`src/rtl/esc_pkg.sv`:
```
package esc_pkg;
    // level sources, bit positions in the status word and enable vector
    localparam int NLVL    = 4;
    localparam int NPUL    = 2;
    localparam int NSRC    = NLVL + NPUL;
    localparam int IX_CTS  = 0;
    localparam int IX_DCD  = 1;
    localparam int IX_SYNC = 2;
    localparam int IX_BRK  = 3;
    // pulse sources, offset inside the pulse group
    localparam int PX_UND  = 0;
    localparam int PX_ZERO = 1;

    typedef struct packed {
        logic            pend;
        logic [NLVL-1:0] snap;
    } esc_state_t;
endpackage

```
`src/rtl/esc_lvl_cmp.sv`:
```
module esc_lvl_cmp #(
    parameter int W = 4
) (
    input  logic [W-1:0] live_i,
    input  logic [W-1:0] ref_i,
    input  logic [W-1:0] en_i,
    output logic [W-1:0] hit_o
);
    // one comparator per level source; either direction counts
    for (genvar g = 0; g < W; g++) begin : g_cmp
        assign hit_o[g] = en_i[g] & (live_i[g] ^ ref_i[g]);
    end
endmodule

```
`src/rtl/esc_pul_gate.sv`:
```
module esc_pul_gate #(
    parameter int W = 2
) (
    input  logic [W-1:0] pul_i,
    input  logic [W-1:0] en_i,
    output logic [W-1:0] hit_o
);
    for (genvar g = 0; g < W; g++) begin : g_gate
        assign hit_o[g] = en_i[g] & pul_i[g];
    end
endmodule

```
`src/rtl/esc_irq_unit.sv`:
```
module esc_irq_unit
    import esc_pkg::*;
(
    input  logic            clk,
    input  logic            rst_n,
    input  logic            cts_i,
    input  logic            dcd_i,
    input  logic            sync_i,
    input  logic            brk_i,
    input  logic            txund_i,
    input  logic            bzero_i,
    input  logic [NSRC-1:0] src_en_i,
    input  logic            clr_i,
    output logic            irq_o,
    output logic [NLVL-1:0] stat_o
);
    esc_state_t st_d, st_q;

    logic [NLVL-1:0] live;
    logic [NPUL-1:0] pul;
    logic [NLVL-1:0] lvl_hit;
    logic [NPUL-1:0] pul_hit;
    logic            lvl_fire_d;
    logic            pul_fire_d;

    always_comb begin
        live          = '0;
        live[IX_CTS]  = cts_i;
        live[IX_DCD]  = dcd_i;
        live[IX_SYNC] = sync_i;
        live[IX_BRK]  = brk_i;
        pul           = '0;
        pul[PX_UND]   = txund_i;
        pul[PX_ZERO]  = bzero_i;
    end

    esc_lvl_cmp #(.W(NLVL)) u_lvl (
        .live_i (live),
        .ref_i  (st_q.snap),
        .en_i   (src_en_i[NLVL-1:0]),
        .hit_o  (lvl_hit)
    );

    esc_pul_gate #(.W(NPUL)) u_pul (
        .pul_i  (pul),
        .en_i   (src_en_i[NSRC-1:NLVL]),
        .hit_o  (pul_hit)
    );

    always_comb begin
        st_d       = st_q;
        // level compare is only live while nothing is latched
        lvl_fire_d = (|lvl_hit) & ~st_q.pend;
        pul_fire_d = |pul_hit;
        if (!st_q.pend) begin
            st_d.snap = live;
        end
        if (clr_i) begin
            st_d.pend = 1'b0;
        end
        if (lvl_fire_d || pul_fire_d) begin
            st_d.pend = 1'b1;
        end
    end

    always_ff @(posedge clk or negedge rst_n) begin
        if (!rst_n) st_q <= '0;
        else        st_q <= st_d;
    end

    assign irq_o  = st_q.pend;
    assign stat_o = st_q.snap;


    stat_frozen_chk: assert property (@(posedge clk) disable iff (!rst_n)
        irq_o |=> $stable(stat_o));


    pulse_sets_chk: assert property (@(posedge clk) disable iff (!rst_n)
        (|(pul & src_en_i[NSRC-1:NLVL])) |=> irq_o);


    clr_drops_chk: assert property (@(posedge clk) disable iff (!rst_n)
        (irq_o && clr_i && !(|(pul & src_en_i[NSRC-1:NLVL]))) |=> !irq_o);


    rise_has_cause_chk: assert property (@(posedge clk) disable iff (!rst_n)
        (!irq_o && !(|(pul & src_en_i[NSRC-1:NLVL]))
                && !(|((live ^ stat_o) & src_en_i[NLVL-1:0]))) |=> !irq_o);
endmodule

```
`config.mk`:
```
export PLATFORM = sky130hd
export DESIGN_NAME = esc_irq_unit
export DESIGN_NICKNAME = d
export VERILOG_FILES = /design/src/rtl/esc_pkg.sv /design/src/rtl/esc_lvl_cmp.sv /design/src/rtl/esc_pul_gate.sv /design/src/rtl/esc_irq_unit.sv
export SDC_FILE = /design/constraint.sdc
export NUM_CORES = 1
export LEC_CHECK = 0
export BUFFER_PORTS_ARGS = -buffer_cell sky130_fd_sc_hd__buf_2
export CAP_MARGIN = 20
export CORE_AREA = 8 8 45 47
export CTS_BUF_LIST = sky130_fd_sc_hd__clkbuf_8
export DETAILED_ROUTE_END_ITERATION = 10
export DIE_AREA = 0 0 53 55
export SLEW_MARGIN = 40
export SYNTH_ARGS = -nofsm -noshare
export SYNTH_HDL_FRONTEND = slang
export SYNTH_SLANG_ARGS = --single-unit
```
`constraint.sdc`:
```
create_clock -name clk -period 1.24 [get_ports clk]
set_input_delay 0.124 -clock clk [delete_from_list [all_inputs] [get_ports clk]]
set_output_delay 0.124 -clock clk [all_outputs]
set_load 0.05 [all_outputs]
```
Word-level counts from Yosys, hierarchy flattened. Cells that the tools add are included.

Reductions and logical operators: 4. Muxes and demuxes: 2. Bitwise gates (word level): 12.

Operators with widths (number): $and 1x1->1 (7); $reduce_or 4->1 (1); $xor 1x1->1 (4); $mux 1 (2); $reduce_bool 2->1 (1); $reduce_or 2->1 (1); $logic_or 1x1->1 (1); $not 1->1 (1).

Word-level logic and storage cells: 20. Flip-flop bits (word level): 5.

Logic depth before layout (Yosys ltp).
Word-level depth: 6. Mapped depth: 4. Mapped depth without buffers: 4.

Modules after synthesis. From an unflattened synthesis, not the netlist that was laid out.

Cell total of the unflattened synthesis: 23. Area, all modules: 266.5 um^2.

By module, submodules not included: esc_irq_unit (instances 1, cells an instance 13, seq. area each 125.1 um^2, area each 193.9 um^2); esc_lvl_cmp (instances 1, cells an instance 8, seq. area each 0.0 um^2, area each 60.1 um^2); esc_pul_gate (instances 1, cells an instance 2, seq. area each 0.0 um^2, area each 12.5 um^2).

Worst setup path after synthesis. Ideal clock, no wire load.

Path kind: reg-to-reg. Start: reg st_q, in the netlist stat_o[0]. End: reg st_q, in the netlist irq_o. Path slack: -0.151 ns. Data required time: 1.094 ns. Path buffers: 0. Clock period less this slack: 1.391 ns. Arrival: 1.245 ns. Setup time: 0.146 ns. Stages on the path, launching flop included: 5. Path through: dfrtp_1 > xor2_1 > a22o_1 > a221oi_2 > o21ai_1.

Cells in the longest elaborated chain, start to end: 6. Elaborated cells on any way between the ends: 7.

RTL lines: start: declaration (line esc_irq_unit.sv:17) `esc_state_t st_d, st_q;`; start signal: assignment (line esc_irq_unit.sv:68) `else st_q <= st_d;`; $xor 1x1->1 * (line esc_lvl_cmp.sv:11) `assign hit_o[g] = en_i[g] & (live_i[g] ^ ref_i[g]);`; $and 1x1->1 * (line esc_lvl_cmp.sv:11); $reduce_or 4->1 * (line esc_irq_unit.sv:53) `lvl_fire_d = (|lvl_hit) & ~st_q.pend;`; $and 1x1->1 * (line esc_irq_unit.sv:53); $logic_or 1x1->1 * (line esc_irq_unit.sv:61) `if (lvl_fire_d || pul_fire_d) begin`; $mux 1 / $reduce_bool 2->1 (equally long branches).

Mark *: on every way between the ends. The rest lies on a longest branch, timed or not. A chain may end at the register's enable or synchronous reset.

Worst setup path in the final report.
Start: reg st_q, in the netlist irq_o. End: out irq_o.

RTL lines: end: declaration (line esc_irq_unit.sv:14) `output logic irq_o,`.

No word-level cell between the ends.

==> results.md <==
- Total CTS buffers: 3
- Via count: between 200 and 250
- Tot Pwr: 945 uW
- Post-synthesis cell type count: 8
- Final Hold Vio Count: 0
- ANT cells: 0
- GRT overflow: 0
- Horiz. Die Dim: 53 um
- Final Slew Violations: 0
- Post-Synthesis Cells: 18
- CTS tree: built
- Maximum capacitance violations: 0
- Peak Freq: 861 MHz
- Most common cell after layout, fill and taps aside: buf_2
- YS warnings: 0
- Final Cycle Share: 0.936
- Setup Crit Path Kind: reg -> out
- Final Skew: 3.59 ps
- Largest family of logic cells by synthesized area: multiplexers
- Post-placement setup slack: roughly 87 ps
- Most frequent cells in the layout: buf_2 (19), xor2_1 (4), mux2_2 (4), clkbuf_8 (3), dfrtp_2 (3)
- Largest net degree at the start of global routing: 8
- Placed inst area: 367 um2
- Hold crit path type: in -> reg
- Post-synthesis mux area share: 0.182
- Reg area: 129 um2
- Critical path buffer and inverter count: 1
- Die footprint: 2920 um2
- Crit path cell chain: buf_2
- Root Driver: clkbuf_8
- CTS H-tree depth: 1
- Core area: 1380 um2
- Sink Count: 5
- Die H: 55 um
- Worst slew margin: 0.795
- Pwr per Cell Area: ~2200 nW/um2
- Vias in the first global route: 254
- Share of layout cells above drive strength 1: 0.714
- Layout Utilization: 0.305
- CP max stage cell: dfrtp_1
- Post-route ant nets: 0
- Design area: 422 um2
- Cell Rows: 14
- LEAKAGE: between 0.0002 and 0.00025 uW
- DRC violations left: 0
- Status: finished clean
- DR vias/cell: between 4 and 5
- Multi-input combinational cell area: 119 um2
- Longest Clk Path Bufs: 2
- Crit path launch type: flip-flop
- Setup TNS: 0 ps
- Total Routing Usage GR: 0.0575
- Mean Syn Cell Area: 13.8 um2
- Final HPWL DP: slightly below 600 um
- Global-route wire length before repair: between 1000 and 1500 um
- Sequential area share after synthesis: 0.505
- VDD IR max: 1080 uV
- CP Capture Type: output pin
- Syn Nets: 33
- Layout net count: 58
- Drt initial violations: 5
- RSZ-0062 raised after global routing: no
- Simple-gate portion of the synthesized area: 0
- Final worst setup slack: 79.1 ps
- Top Ports: 20
- Syn-to-layout area delta: 70.2%
- Synth Cell Area: 248 um2
- Fillcell total: 147
- Total Wirelength: roughly 750 um
- Clk_lat worst skew: 220 ps
- WP data arrival: about 1000 ps
- Top Family by Delay on Critical Path: flip-flops
- Initial antenna violation count: 0
- Setup Buffers After CTS: 0
- CP peak stage delay: 490 ps
- Final setup violation count: 0
- Least-Margin Pin Slew: roughly 310 ps
- Drt pass-1 iters: 4
- Synth Area in Compound Gates: 0.157
- Final Critical Period: 1160 ps
- Drt wl/cell: roughly 13 um
- Adder-Cell Fraction of Synth Area: 0
- Clock transition at the registers of the reported paths: 40 ps
- Number of synthesized register bits: 5
- Worst-path fanout max: 7
- Port Buffers: 19
- Required time of the critical path: 1120 ps
- Initial Util: 0.179
- RePlAce Congestion: around 0.73
- Synth Area in XOR/XNOR: 0.141
cell families after synthesis:
| logic type | count (synthesis) |
|---|---|
| DFF | 5 |
| AOI/OAI and AO/OA | 4 |
| xor gates and xnor gates | 4 |
| muxes | 4 |
| buffers and inverters | 1 |
through the flow:
| stage | cells | hold WS [ps] |
|---|---|---|
| 3_3_place_gp | 53 | -53.7 |
| 3_5_place_dp | 53 | -50.8 |
| 2_1_floorplan | 18 | -172 |
| 5_1_grt | 58 | 160 |
| 4_1_cts | 58 | 158 |
| 6_report | 58 | 163 |
final cells by class:
type,instances,area share
clock buffers,3,0.0979
clock inverters,1,0.00890
inverters,1,0.00890
multi-input cells,12,0.282
flip-flops and latches,5,0.306
well taps,16,0.0475
repair buffers,20,0.249
sequential cells by signal, indices dropped and copies added (netlist names):
signal / cells
irq_o: 1
stat_o: 4
per-layer routing:
metal | up-vias | track usage | wire length, um
li1 | 114 | - | -
met1 | 109 | 0.0688 | 338
met2 | 23 | 0.0605 | 218
met3 | 2 | 0.0615 | 178
met4 | 0 | 0.0259 | 13
met5 | - | 0 | 0
Yosys cell counts:
master    n  area [um2]
a221oi_2  1        15.0
a222oi_1  1        10.0
a22o_1    1        8.76
dfrtp_1   5         125
inv_1     1        3.75
mux2_2    4        45.0
o21ai_1   1        5.00
xor2_1    4        35.0
where the power goes:
| part | internal, uW | switching [uW] | leakage, uW |
|---|---|---|---|
| Sequential | 220 | 50.6 | 0.0000541 |
| Combinational | 130 | 249 | 0.000128 |
| Clock | 212 | 82.8 | 0.0000269 |
| Total | 563 | 382 | 0.000209 |
final timing paths:
kind,to,cells past startpoint,slack (ps),from
max,irq_o,1,80,irq_o
min,stat_o[0],2,160,cts_i
max reg2reg,irq_o,4,80,stat_o[0]
min reg2reg,stat_o[1],1,540,stat_o[1]
max in group asynchronous,stat_o[0],2,830,rst_n
min in group asynchronous,stat_o[2],2,260,rst_n
timing repair:
item | in CTS | in global routing
hold buffers | 1 | 0
hold endpoints to repair | 5 | 0
gates resized for setup | 0 | 0
Note: power is estimated with default switching activity, not from simulation.
